File: src/rtl/asram_seq.sv
module asram_seq #(
  parameter int AW        = 15,
  parameter int DW        = 8,
  parameter int CLK_PS    = 4000,
  parameter int T_RC_PS   = 12000,
  parameter int T_AA_PS   = 12000,
  parameter int T_WC_PS   = 12000,
  parameter int T_WP_PS   = 9000,
  parameter int T_DW_PS   = 6000
) (
  input  logic          clk,
  input  logic          rst_n,
  input  logic          req_valid,
  output logic          req_ready,
  input  logic          req_write,
  input  logic [AW-1:0] req_addr,
  input  logic [DW-1:0] req_wdata,
  output logic          rsp_valid,
  output logic [DW-1:0] rsp_rdata,
  output logic [AW-1:0] mem_addr,
  output logic          mem_cs_n,
  output logic          mem_we_n,
  output logic          mem_oe_n,
  output logic [DW-1:0] mem_dq_out,
  output logic          mem_dq_oe,
  input  logic [DW-1:0] mem_dq_in
);

  function automatic int cyc(input int ps);
    return (ps + CLK_PS - 1) / CLK_PS;
  endfunction

  function automatic int max2(input int a, input int b);
    return (a > b) ? a : b;
  endfunction

  localparam int DS_CYC = max2(cyc(T_DW_PS), 1);
  localparam int RD_CYC = max2(max2(cyc(T_AA_PS), cyc(T_RC_PS)), 1);
  localparam int WR_CYC = max2(max2(cyc(T_WP_PS), cyc(T_WC_PS)), DS_CYC + 1);
  localparam int CW     = $clog2(max2(RD_CYC, WR_CYC) + 1);

  typedef enum logic [1:0] {S_IDLE, S_SETUP, S_ACT, S_REC} st_t;

  st_t           st;
  logic [CW-1:0] cnt;
  logic          wr_q;
  logic [DW-1:0] wd_q;

  wire act  = (st == S_ACT);
  wire last = wr_q ? (cnt == CW'(WR_CYC - 1)) : (cnt == CW'(RD_CYC - 1));

  always_ff @(posedge clk or negedge rst_n) begin
    if (!rst_n) begin
      st        <= S_IDLE;
      cnt       <= '0;
      wr_q      <= 1'b0;
      wd_q      <= '0;
      mem_addr  <= '0;
      rsp_valid <= 1'b0;
      rsp_rdata <= '0;
    end else begin
      rsp_valid <= 1'b0;
      case (st)
        S_IDLE: if (req_valid) begin
          mem_addr <= req_addr;
          wr_q     <= req_write;
          wd_q     <= req_wdata;
          st       <= S_SETUP;
        end
        S_SETUP: begin
          cnt <= '0;
          st  <= S_ACT;
        end
        S_ACT: if (last) begin
          st <= S_REC;
          if (!wr_q) begin
            rsp_valid <= 1'b1;
            rsp_rdata <= mem_dq_in;
          end
        end else begin
          cnt <= cnt + 1'b1;
        end
        default: st <= S_IDLE;
      endcase
    end
  end

  assign req_ready  = (st == S_IDLE);
  assign mem_cs_n   = !act;
  assign mem_we_n   = !(act && wr_q);
  assign mem_oe_n   = !(act && !wr_q);
  assign mem_dq_out = wd_q;
  assign mem_dq_oe  = wr_q && ((act && cnt != '0) || st == S_REC);


  ready_idle_chk: assert property (@(posedge clk) disable iff (!rst_n)
    req_ready |-> (mem_cs_n && mem_we_n && mem_oe_n));

  take_busy_chk: assert property (@(posedge clk) disable iff (!rst_n)
    (req_valid && req_ready) |=> !req_ready);

  addr_quiet_chk: assert property (@(posedge clk) disable iff (!rst_n)
    !$stable(mem_addr) |-> (mem_cs_n && $past(mem_cs_n)));

  we_oe_excl_chk: assert property (@(posedge clk) disable iff (!rst_n)
    !mem_we_n |-> (mem_oe_n && !mem_cs_n));

  no_contention_chk: assert property (@(posedge clk) disable iff (!rst_n)
    mem_dq_oe |-> mem_oe_n);

  bus_late_on_chk: assert property (@(posedge clk) disable iff (!rst_n)
    $fell(mem_we_n) |-> !mem_dq_oe);

  bus_hold_chk: assert property (@(posedge clk) disable iff (!rst_n)
    $rose(mem_we_n) |-> mem_dq_oe);

  rsp_pulse_chk: assert property (@(posedge clk) disable iff (!rst_n)
    rsp_valid |=> !rsp_valid);

endmodule

File: config.mk
export PLATFORM = sky130hd
export DESIGN_NAME = asram_seq
export DESIGN_NICKNAME = d
export VERILOG_FILES = /design/src/rtl/asram_seq.sv
export SDC_FILE = /design/constraint.sdc
export NUM_CORES = 1
export LEC_CHECK = 0
export ABC_AREA = 1
export CAP_MARGIN = 20
export CORE_ASPECT_RATIO = 1.1
export CORE_MARGIN = 2
export CORE_UTILIZATION = 40
export DETAILED_ROUTE_END_ITERATION = 12
export DONT_BUFFER_PORTS = 1
export RECOVER_POWER = 100
export SLEW_MARGIN = 0
export SYNTH_ARGS = -nofsm -noshare
export SYNTH_HDL_FRONTEND = slang
export SYNTH_SLANG_ARGS = --single-unit
File: constraint.sdc
create_clock -name clk -period 4.1 [get_ports clk]
set_clock_uncertainty 0.15 [all_clocks]
set_input_delay 0.82 -clock clk [delete_from_list [all_inputs] [get_ports clk]]
set_output_delay 0.82 -clock clk [all_outputs]
set_load 0.005 [all_outputs]
==> implementation parameters, run 1 <==
Parameter                              Value

Synth
  Cells after synthesis    186
  Part of the Yosys area used for sequential elements    54.33%
  Count of different cell masters after synthesis    15
  Number of register bits inferred by synthesis    37
  Total of warnings raised by yosys    0
  Mapped Avg Cell Area    9.162 um^2
  Total standard cell area after synthesis    1704 um^2
  Synthesized netlist net count    228

Critical path
  Critical path data required time    4.08 ns
  Depth of the worst register-to-register path    6
  Worst Path Max Fanout    26
  Crit Reg-Reg Startpoint    st[0]
  Crit. End Element    register
  Startpoint-to-endpoint class of the critical path    register to register
  Reg-to-reg critical path endpoint    wr_q
  Minimum setup slack among reg-to-reg paths    1.07 ns
  Critical path startpoint category    register
  Arr. time, crit path    3.01 ns

Power and ir drop
  Cell leakage power    0.9138 nW
  Power per standard cell area    763.8 nW/um^2
  Final Power    1.314 mW
  IR drop worst, VDD    457.9 uV

Place
  Routability congestion estimate from global placement    0.8314
  Dpl hpwl    2503 um
  Count of input and output buffers    0

Run status
  Run status    finished clean

Drt
  Drt pass-1 iters    4
  Final Routed Wirelength    3547 um
  DRC marker count from the first detailed-route iteration    42
  Vias per inst    5.081
  Vias    1194
  DRC violation count after routing    0
  Drt wl/cell    15.09 um
  Detail Route Antenna Nets    0

CTS
  Cts-stage hold buffer count    0
  Clock slew at the register clock pins of the worst setup and hold paths    0.07 ns
  CTS sink cnt    37
  Clock buffer count from CTS    5
  Maximum number of buffers from clock root to sink    2
  Maximum level of the CTS H-tree    2
  Root buffer cell    sky130_fd_sc_hd__clkbuf_8
  Total setup buffers inserted after CTS    0
  Clock insertion delay at the later pin of the skew report    0.28 ns
  Cts repair resizes    0
  CTS tree    done

STA
  Number of pins exceeding their max-slew limit in the final report    0
  Setup violation total in the final timing report    0
  Transition time at the pin with the least slew margin    1.070 ns
  Setup repair after global routing missed its margin    false
  Final critical path time including I/O delays and setup    3.030 ns
  Post-route setup TNS    0 ns
  Achievable clock frequency    0.3300 GHz
  Normalized max-slew margin    28.70%
  Number of hold violations in the final report    0
  Worst hold margin    0.07835 ns
  Final critical-path share of the clock period    73.90%

Finish
  Share of cells above drive strength 1    5.464%
  Sequential cell area    925.9 um^2
  Area of the multi-input gates    601.8 um^2
  Final net count    224
  Filler Cell Count    403
  Final cell utilization of the core    42.75%
  Number of inserted diodes    0
  Area overhead of the layout relative to synthesis    0.9545%

Floorplan
  Overall die height    72.46 um
  Placeable core region    4024 um^2
  Die area    4799 um^2
  I/O pin count    72
  Placement row count    24
  Die X    66.24 um
  Initial standard-cell utilization of the core    42.35%

GRT
  GRT Overall Usage    15.12%
  Global-route wire length before repair    5568 um
  Vias in the first global route    1203
  Total congestion overflow    0
  Antenna violations before repair    0
  Largest net degree at the start of global routing    38

Job
  Max-capacitance violation count    0

Hold path
  Worst hold path class    input port to asynchronous set/reset pin
-- report_power, final --
group | total [mW] | internal [mW] | switching [mW] | leakage, nW
clock network | 0.237 | 0.118 | 0.119 | 0.0450
logic | 0.409 | 0.135 | 0.273 | 0.422
registers | 0.669 | 0.534 | 0.135 | 0.447
total | 1.31 | 0.787 | 0.527 | 0.914
-- sequential cells by signal, indices dropped and copies added (netlist names) --
signal,flops
mem_dq_out,8
st,2
wr_q,1
mem_addr,15
rsp_rdata,8
cnt,2
rsp_valid,1
-- metrics by stage --
step                      instance area, um^2  cells  setup WS [ns]
after floorplan                          1704    186          2.137
after CTS                                1745    235          1.376
final                                    1720    235          1.070
after detailed placement                 1663    227          1.702
after global routing                     1720    235         0.7470
after global placement                   1663    227          1.768
-- cells by family (layout without fill, tap and decap cells) --
group           Yosys count  in the layout  synth area share, %
fa+ha+maj                 7              7                5.139
simple gates            117            117                30.84
buf+inv                  23             20                9.104
compound gates            2              2               0.5868
flops                    37             37                54.33
-- critical path, cell delays in order (launching register included) --
cell and delay, ns:
sky130_fd_sc_hd__dfrtp_1 0.41, sky130_fd_sc_hd__inv_1 0.10, sky130_fd_sc_hd__ha_1 0.21, sky130_fd_sc_hd__clkbuf_1 0.81
sky130_fd_sc_hd__nand2_1 0.85, sky130_fd_sc_hd__nor2_1 0.28, sky130_fd_sc_hd__a21oi_1 0.07
-- final cells by class --
type / count / area share [%]
clock buffer: 6 / 4.218
clock inverter: 2 / 0.5818
inverter: 11 / 2.400
multi-input combinational: 126 / 34.98
sequential: 37 / 53.82
tap: 52 / 3.782
timing repair buffer: 1 / 0.2182
-- metal layers --
layer / track usage (%) / wire length [um] / part of all wire, %
met3: 5.581 / 250 / 7.0
met4: 5.215 / 48 / 1.4
met1: 16.20 / 1376 / 39
met2: 27.11 / 1871 / 53
met5: 0 / 0 / 0
-- Yosys cell counts --
library cell	count	area share (%)
sky130_fd_sc_hd__buf_4	4	1.8
sky130_fd_sc_hd__o21ai_0	1	0.29
sky130_fd_sc_hd__nand3_2	1	0.59
sky130_fd_sc_hd__nand2_2	3	1.1
sky130_fd_sc_hd__nand4_1	8	2.9
sky130_fd_sc_hd__nor2_1	1	0.22
sky130_fd_sc_hd__dfrtp_1	37	54
sky130_fd_sc_hd__buf_6	7	4.6
sky130_fd_sc_hd__ha_1	7	5.1
sky130_fd_sc_hd__nand3_1	29	8.5
sky130_fd_sc_hd__buf_2	1	0.29
sky130_fd_sc_hd__a21oi_1	1	0.29
sky130_fd_sc_hd__nand2_1	74	16
sky130_fd_sc_hd__nand2_8	1	1.2
sky130_fd_sc_hd__inv_1	11	2.4
-- cells in the final DEF, fill, tap and decap left out --
cell,netlist,final
sky130_fd_sc_hd__nand2_2,3,3
sky130_fd_sc_hd__nor2_1,1,1
sky130_fd_sc_hd__o21ai_0,1,1
sky130_fd_sc_hd__nand3_1,29,30
sky130_fd_sc_hd__a21oi_1,1,1
sky130_fd_sc_hd__clkbuf_8,0,5
sky130_fd_sc_hd__nand4_1,8,8
sky130_fd_sc_hd__ha_1,7,7
sky130_fd_sc_hd__nand2_1,74,75
sky130_fd_sc_hd__clkinv_2,0,2
sky130_fd_sc_hd__clkbuf_1,0,2
sky130_fd_sc_hd__inv_1,11,11
sky130_fd_sc_hd__dfrtp_1,37,37
-- worst max-delay path by stage --
stage | start | to | slack [ns] | cells past startpoint
after detailed placement | st[0] | mem_dq_oe | 1.70 | 4
final | st[0] | wr_q | 1.07 | 6
after CTS | st[0] | mem_dq_oe | 1.38 | 4
after floorplan | st[0] | mem_dq_oe | 2.14 | 5
after global placement | st[0] | mem_dq_oe | 1.77 | 4
after global routing | st[0] | wr_q | 0.75 | 6
Note: power is estimated with default switching activity, not from simulation.
==> run 2, diff against run 1 <==
==> constraint.sdc (replaced) <==
create_clock -name clk -period 2.5 [get_ports clk]
set_clock_uncertainty 0.15 [all_clocks]
set_input_delay 0.5 -clock clk [delete_from_list [all_inputs] [get_ports clk]]
set_output_delay 0.5 -clock clk [all_outputs]
set_load 0.005 [all_outputs]
==> implementation parameters, run 2 (synthesis gave the netlist of run 1 again) <==
Parameter                              Value

Run status
  Run status    finished clean (unchanged)

GRT
  Antenna violations before repair    0 (unchanged)
  Vias in the first global route    1265 (was 1203)
  Global-route wire length before repair    6044 um (was 5568 um)
  Largest net degree at the start of global routing    38 (unchanged)
  GRT Overall Usage    16.57% (was 15.12%)
  Total congestion overflow    0 (unchanged)

CTS
  CTS sink cnt    37 (unchanged)
  Clock insertion delay at the later pin of the skew report    0.28 ns (about the same)
  Maximum level of the CTS H-tree    2 (unchanged)
  Maximum number of buffers from clock root to sink    2 (unchanged)
  Clock slew at the register clock pins of the worst setup and hold paths    0.07 ns (about the same)
  Clock buffer count from CTS    5 (unchanged)
  CTS tree    done (unchanged)
  Root buffer cell    sky130_fd_sc_hd__clkbuf_8 (unchanged)

STA
  Post-route setup TNS    0 ns (unchanged)
  Number of pins exceeding their max-slew limit in the final report    0 (unchanged)
  Normalized max-slew margin    39.98% (was 28.70%)
  Final critical-path share of the clock period    80.20%
  Transition time at the pin with the least slew margin    0.9002 ns (was 1.070 ns)
  Setup violation total in the final timing report    0 (unchanged)
  Worst hold margin    0.2074 ns (was 0.07835 ns)
  Achievable clock frequency    0.4987 GHz
  Number of hold violations in the final report    0 (unchanged)
  Setup repair after global routing missed its margin    false (unchanged)
  Final critical path time including I/O delays and setup    2.005 ns

Finish
  Most common cell after layout, fill and taps aside    sky130_fd_sc_hd__nand2_1 (unchanged)
  Register name with the most flops    mem_addr (unchanged)
  Share of cells above drive strength 1    5.946% (was 5.464%)
  Area overhead of the layout relative to synthesis    3.451% (was 0.9545%)
  Number of inserted diodes    0 (unchanged)
  Number of flip-flops in the largest register    15 (unchanged)
  Filler Cell Count    415 (was 403)
  Most frequent cells in the layout    sky130_fd_sc_hd__nand2_1 (77), sky130_fd_sc_hd__dfrtp_1 (37), sky130_fd_sc_hd__nand3_1 (30) (was sky130_fd_sc_hd__nand2_1 (75), sky130_fd_sc_hd__dfrtp_1 (37), sky130_fd_sc_hd__nand3_1 (30))
  Final net count    227 (was 224)

Floorplan
  Placement row count    24 (unchanged)
  I/O pin count    72 (unchanged)
  Die X    66.24 um (unchanged)
  Placeable core region    4024 um^2 (unchanged)
  Initial standard-cell utilization of the core    42.35% (unchanged)
  Die area    4799 um^2 (unchanged)
  Overall die height    72.46 um (unchanged)

Power and ir drop
  Clock network power share    18.7% (was 18.0%)
  Combinational fraction of design power    32.1% (was 31.1%)
  Switching pwr    0.8914 mW (was 0.5273 mW)
  Cell leakage power    0.9312 nW (was 0.9138 nW)
  Internal power component    1.332 mW (was 0.7867 mW)
  Sw Ratio    40.09% (was 40.13%)
  IR drop worst, VDD    487.1 uV (was 457.9 uV)
  Power per standard cell area    1261 nW/um^2 (was 763.8 nW/um^2)
  Portion of total power attributed to sequential cells    49.3% (was 50.9%)

Critical path
  Worst Path Max Fanout    13 (was 26)
  Critical path data required time    1.85 ns (was 4.08 ns)
  Crit. End Element    primary output (was register)
  Arr. time, crit path    1.36 ns (was 3.01 ns)
  Critical path startpoint category    register (unchanged)
  Startpoint-to-endpoint class of the critical path    register to primary output (was register to register)

Drt
  DRC violation count after routing    0 (unchanged)
  Drt pass-1 iters    4 (unchanged)
  Detail Route Antenna Nets    0 (unchanged)
  Vias per inst    5.143 (was 5.081)
  Final Routed Wirelength    3637 um (was 3547 um)
  Drt wl/cell    15.35 um (was 15.09 um)
  Vias    1219 (was 1194)
  DRC marker count from the first detailed-route iteration    80 (was 42)

Hold path
  Worst hold path class    input port to register (was input port to asynchronous set/reset pin)

Place
  Count of input and output buffers    0 (unchanged)
  Routability congestion estimate from global placement    0.7698 (was 0.8314)
  Dpl hpwl    2616 um (was 2503 um)

Job
  Max-capacitance violation count    0 (unchanged)
==> run 2: cell count changes in the layout (fill, tap and decap cells not counted), sizes merged <==
cell,before,now
buf,0,2
clkinv,2,0
clkinvlp,0,1
dlygate4sd3,0,1
==> run 2: through the flow <==
stage / util (%) / setup WS [ns] / cell area (um^2) / std cells / power, mW
3_5_place_dp: 41.51 / 0.7221 / 1670 / 228 / 1.836
2_1_floorplan: - / 0.8572 / 1704 / 186 / 1.715
6_report: 43.81 / 0.4949 / 1763 / 237 / 2.224
4_1_cts: 44.50 / 0.4862 / 1790 / 237 / 2.277
5_1_grt: 43.81 / 0.3942 / 1763 / 237 / 2.433
3_3_place_gp: 41.51 / 0.7534 / 1670 / 228 / 1.769
==> run 2: cell type report <==
type	instances	area, um^2	share of cell area (%)
well taps	52	65.06	3.691
flip-flops and latches	37	925.9	52.52
clock buffers	6	82.58	4.684
repair buffers	4	30.03	1.703
clock inverters	1	7.507	0.4258
inverters	11	41.29	2.342
multi-input cells	126	610.6	34.63
==> run 2: worst paths after layout <==
check | from | endpoint | slack, ns | cells after the start
min in group asynchronous | rst_n | rsp_rdata[3] | 0.75 | 2
worst min register to register | mem_dq_out[1] | mem_dq_out[1] | 0.35 | 2
max in group asynchronous | rst_n | mem_dq_out[6] | 0.89 | 2
worst max register to register | st[0] | wr_q | 0.72 | 5
worst max-delay path | st[0] | req_ready | 0.49 | 2
worst min-delay path | req_addr[2] | mem_addr[2] | 0.21 | 2
==> run 2: metal layers <==
layer  track usage, %  part of all wire (%)  vias to the layer above
li1                 -                     -                      589
met1            19.76                    39                      579
met2            26.56                    50                       47
met3            6.977                   9.9                        4
met4            6.349                   1.4                        0
met5                0                     0                        -
==> run 2: power by group through the flow <==
| stage | clock, mW | sequential [mW] | combinational (mW) |
|---|---|---|---|
| 6_report | 0.416 | 1.10 | 0.713 |
| 5_1_grt | 0.461 | 1.13 | 0.844 |
| 4_1_cts | 0.431 | 1.11 | 0.739 |
| 3_5_place_dp | 0 | 1.12 | 0.719 |
| 3_3_place_gp | 0 | 1.10 | 0.665 |
| 2_1_floorplan | 0 | 1.05 | 0.664 |
==> run 2: what timing repair did <==
action | in CTS | in global routing
hold buffers | 2 | 0
hold endpoints to repair | 37 | 0
setup buffers | 0 | 0
gates resized for setup | 0 | 0
==> run 2: worst max-delay path, stage by stage (launching register included) <==
cell	delay, ns
sky130_fd_sc_hd__dfrtp_1	0.41
sky130_fd_sc_hd__inv_1	0.09
sky130_fd_sc_hd__ha_1	0.58
==> run 3, diff against run 2 <==
==> constraint.sdc (replaced) <==
create_clock -name clk -period 1.65 [get_ports clk]
set_clock_uncertainty 0.15 [all_clocks]
set_input_delay 0.33 -clock clk [delete_from_list [all_inputs] [get_ports clk]]
set_output_delay 0.33 -clock clk [all_outputs]
set_load 0.005 [all_outputs]
==> implementation parameters, run 3 (synthesis gave the netlist of run 1 again) <==
Parameter                              Value

GRT
  Vias in the first global route    1233 (was 1265)
  Total congestion overflow    0 (unchanged)
  Antenna violations before repair    0 (unchanged)
  GRT Overall Usage    15.52% (was 16.57%)
  Global-route wire length before repair    5616 um (was 6044 um)
  Largest net degree at the start of global routing    38 (unchanged)

Finish
  Register name with the most flops    mem_addr (unchanged)
  Number of flip-flops in the largest register    15 (unchanged)
  Share of cells above drive strength 1    16.92% (was 5.946%)
  Area of the multi-input gates    656.9 um^2 (was 610.6 um^2)
  Final cell utilization of the core    47.57% (was 43.81%)
  Number of inserted diodes    0 (unchanged)
  Most common cell after layout, fill and taps aside    sky130_fd_sc_hd__nand2_1 (unchanged)
  Design Area, Final    1914 um^2 (was 1763 um^2)
  Sequential cell area    925.9 um^2 (unchanged)
  Filler Cell Count    406 (was 415)
  Final net count    236 (was 227)
  Area overhead of the layout relative to synthesis    12.34% (was 3.451%)
  Most frequent cells in the layout    sky130_fd_sc_hd__nand2_1 (73), sky130_fd_sc_hd__dfrtp_1 (37), sky130_fd_sc_hd__nand3_1 (29) (was sky130_fd_sc_hd__nand2_1 (77), sky130_fd_sc_hd__dfrtp_1 (37), sky130_fd_sc_hd__nand3_1 (30))

Critical path
  Arr. time, crit path    1.17 ns (was 1.36 ns)
  CP startpoint    st[0] (unchanged)
  Critical path startpoint category    register (unchanged)
  Startpoint-to-endpoint class of the critical path    register to primary output (unchanged)
  Minimum setup slack among reg-to-reg paths    0.10 ns (was 0.72 ns)
  Crit. End Element    primary output (unchanged)
  Worst Path Max Fanout    2 (was 13)
  Crit Reg-Reg Startpoint    st[0] (unchanged)
  Critical path data required time    1.17 ns (was 1.85 ns)

Run status
  Violations in the final reports    negative setup slack
  Run status    finished, violations left (was finished clean)

STA
  Number of hold violations in the final report    0 (unchanged)
  Setup violation total in the final timing report    1 (was 0)
  Number of pins exceeding their max-slew limit in the final report    0 (unchanged)
  Achievable clock frequency    0.6051 GHz
  Final critical path time including I/O delays and setup    1.653 ns
  Final Worst Setup Slack    -0.002663 ns (was 0.4949 ns)
  Final critical-path share of the clock period    100.2%
  Transition time at the pin with the least slew margin    0.9190 ns (was 0.9002 ns)
  Setup repair after global routing missed its margin    true (was false)
  Normalized max-slew margin    38.74% (was 39.98%)

Floorplan
  Overall die height    72.46 um (unchanged)
  Initial standard-cell utilization of the core    42.35% (unchanged)
  I/O pin count    72 (unchanged)
  Die area    4799 um^2 (unchanged)
  Placement row count    24 (unchanged)
  Die X    66.24 um (unchanged)
  Placeable core region    4024 um^2 (unchanged)

Place
  Routability congestion estimate from global placement    0.7102 (was 0.7698)
  Place WS    0.05006 ns (was 0.7221 ns)
  Dpl hpwl    2559 um (was 2616 um)
  Count of input and output buffers    0 (unchanged)
  Cell area reported after detailed placement    1700 um^2 (was 1670 um^2)

CTS
  Clock buffer count from CTS    5 (unchanged)
  Maximum level of the CTS H-tree    2 (unchanged)
  CTS sink cnt    37 (unchanged)
  CTS tree    done (unchanged)
  Maximum number of buffers from clock root to sink    2 (unchanged)
  Clock slew at the register clock pins of the worst setup and hold paths    0.08 ns (was 0.07 ns)
  Clock insertion delay at the later pin of the skew report    0.29 ns (was 0.28 ns)
  Root buffer cell    sky130_fd_sc_hd__clkbuf_8 (unchanged)

Power and ir drop
  Final Power    3.851 mW (was 2.224 mW)
  IR drop worst, VDD    742.4 uV (was 487.1 uV)
  Cell leakage power    0.9909 nW (was 0.9312 nW)
  Power per standard cell area    2012 nW/um^2 (was 1261 nW/um^2)

Drt
  Met2 wirelength from detailed routing    1914 um (was 1816 um)
  Routed wire length on met3    307 um (was 360 um)
  Vias per inst    5.045 (was 5.143)
  DRC violation count after routing    0 (unchanged)
  Detail Route Antenna Nets    0 (unchanged)
  Drt wl/cell    15.00 um (was 15.35 um)
  DRC marker count from the first detailed-route iteration    42 (was 80)
  Vias    1246 (was 1219)
  Met1 wire length    1437 um (was 1410 um)
  Final Routed Wirelength    3706 um (was 3637 um)
  Drt pass-1 iters    4 (unchanged)
  Uppermost layer routed    met4 (unchanged)

Hold path
  Hold Crit Start    req_wdata[6] (was req_addr[2])
  Worst hold path class    input port to register (unchanged)

Job
  Max-capacitance violation count    0 (unchanged)
[run 3: cell count changes in the layout (fill, tap and decap cells not counted), sizes merged]
cell    change
buf         +9
bufinv      +1
[run 3: stage by stage]
stage / instances / TNS [ns] / hold slack [ns]
2_1_floorplan: 186 / 0 / -0.1156
3_3_place_gp: 232 / 0 / -0.1146
3_5_place_dp: 232 / 0 / -0.1145
4_1_cts: 246 / -0.02369 / 0.01606
5_1_grt: 247 / -0.07347 / 0.01694
6_report: 247 / -0.002663 / 0.02372
[run 3: timing repair]
action,CTS,global route
endpoints found under the hold margin,37,0
pin swaps,0,1
buffers inserted,4,1
endpoints found under the setup margin,5,10
hold buffers,2,0
gates resized for setup,4,9
[run 3: path summary, 6_finish.rpt]
path                            endpoint  cells past startpoint
setup / recovery               mem_dq_oe                      4
hold / removal             mem_dq_out[6]                      2
setup reg to reg            rsp_rdata[3]                      7
hold reg to reg            mem_dq_out[1]                      2
max in group asynchronous   rsp_rdata[7]                      2
min in group asynchronous  mem_dq_out[7]                      2
[run 3: cell type report]
cell class,instances,share of cell area (%)
repair buffers,13,5.490
clock inverters,2,1.961
multi-input cells,126,34.31
well taps,52,3.399
clock buffers,6,4.314
flip-flops and latches,37,48.37
inverters,11,2.157
[run 3: report_power, final]
group	total (mW)	leakage (nW)	internal (mW)	switching [mW]
clock network	0.820	0.0574	0.491	0.329
logic	1.36	0.487	0.567	0.797
registers	1.67	0.447	1.33	0.341
[run 3: critical path, stage by stage (launching register included)]
cell,delay (ns)
sky130_fd_sc_hd__dfrtp_1,0.40
sky130_fd_sc_hd__inv_2,0.11
sky130_fd_sc_hd__ha_4,0.15
sky130_fd_sc_hd__nand2_2,0.06
sky130_fd_sc_hd__o21ai_2,0.16
[run 3: layer usage]
layer	global-route usage (%)	vias to the layer above
met1	16.52	589
met3	6.512	5
met5	0	-
li1	-	605
met2	27.00	47
met4	6.122	0
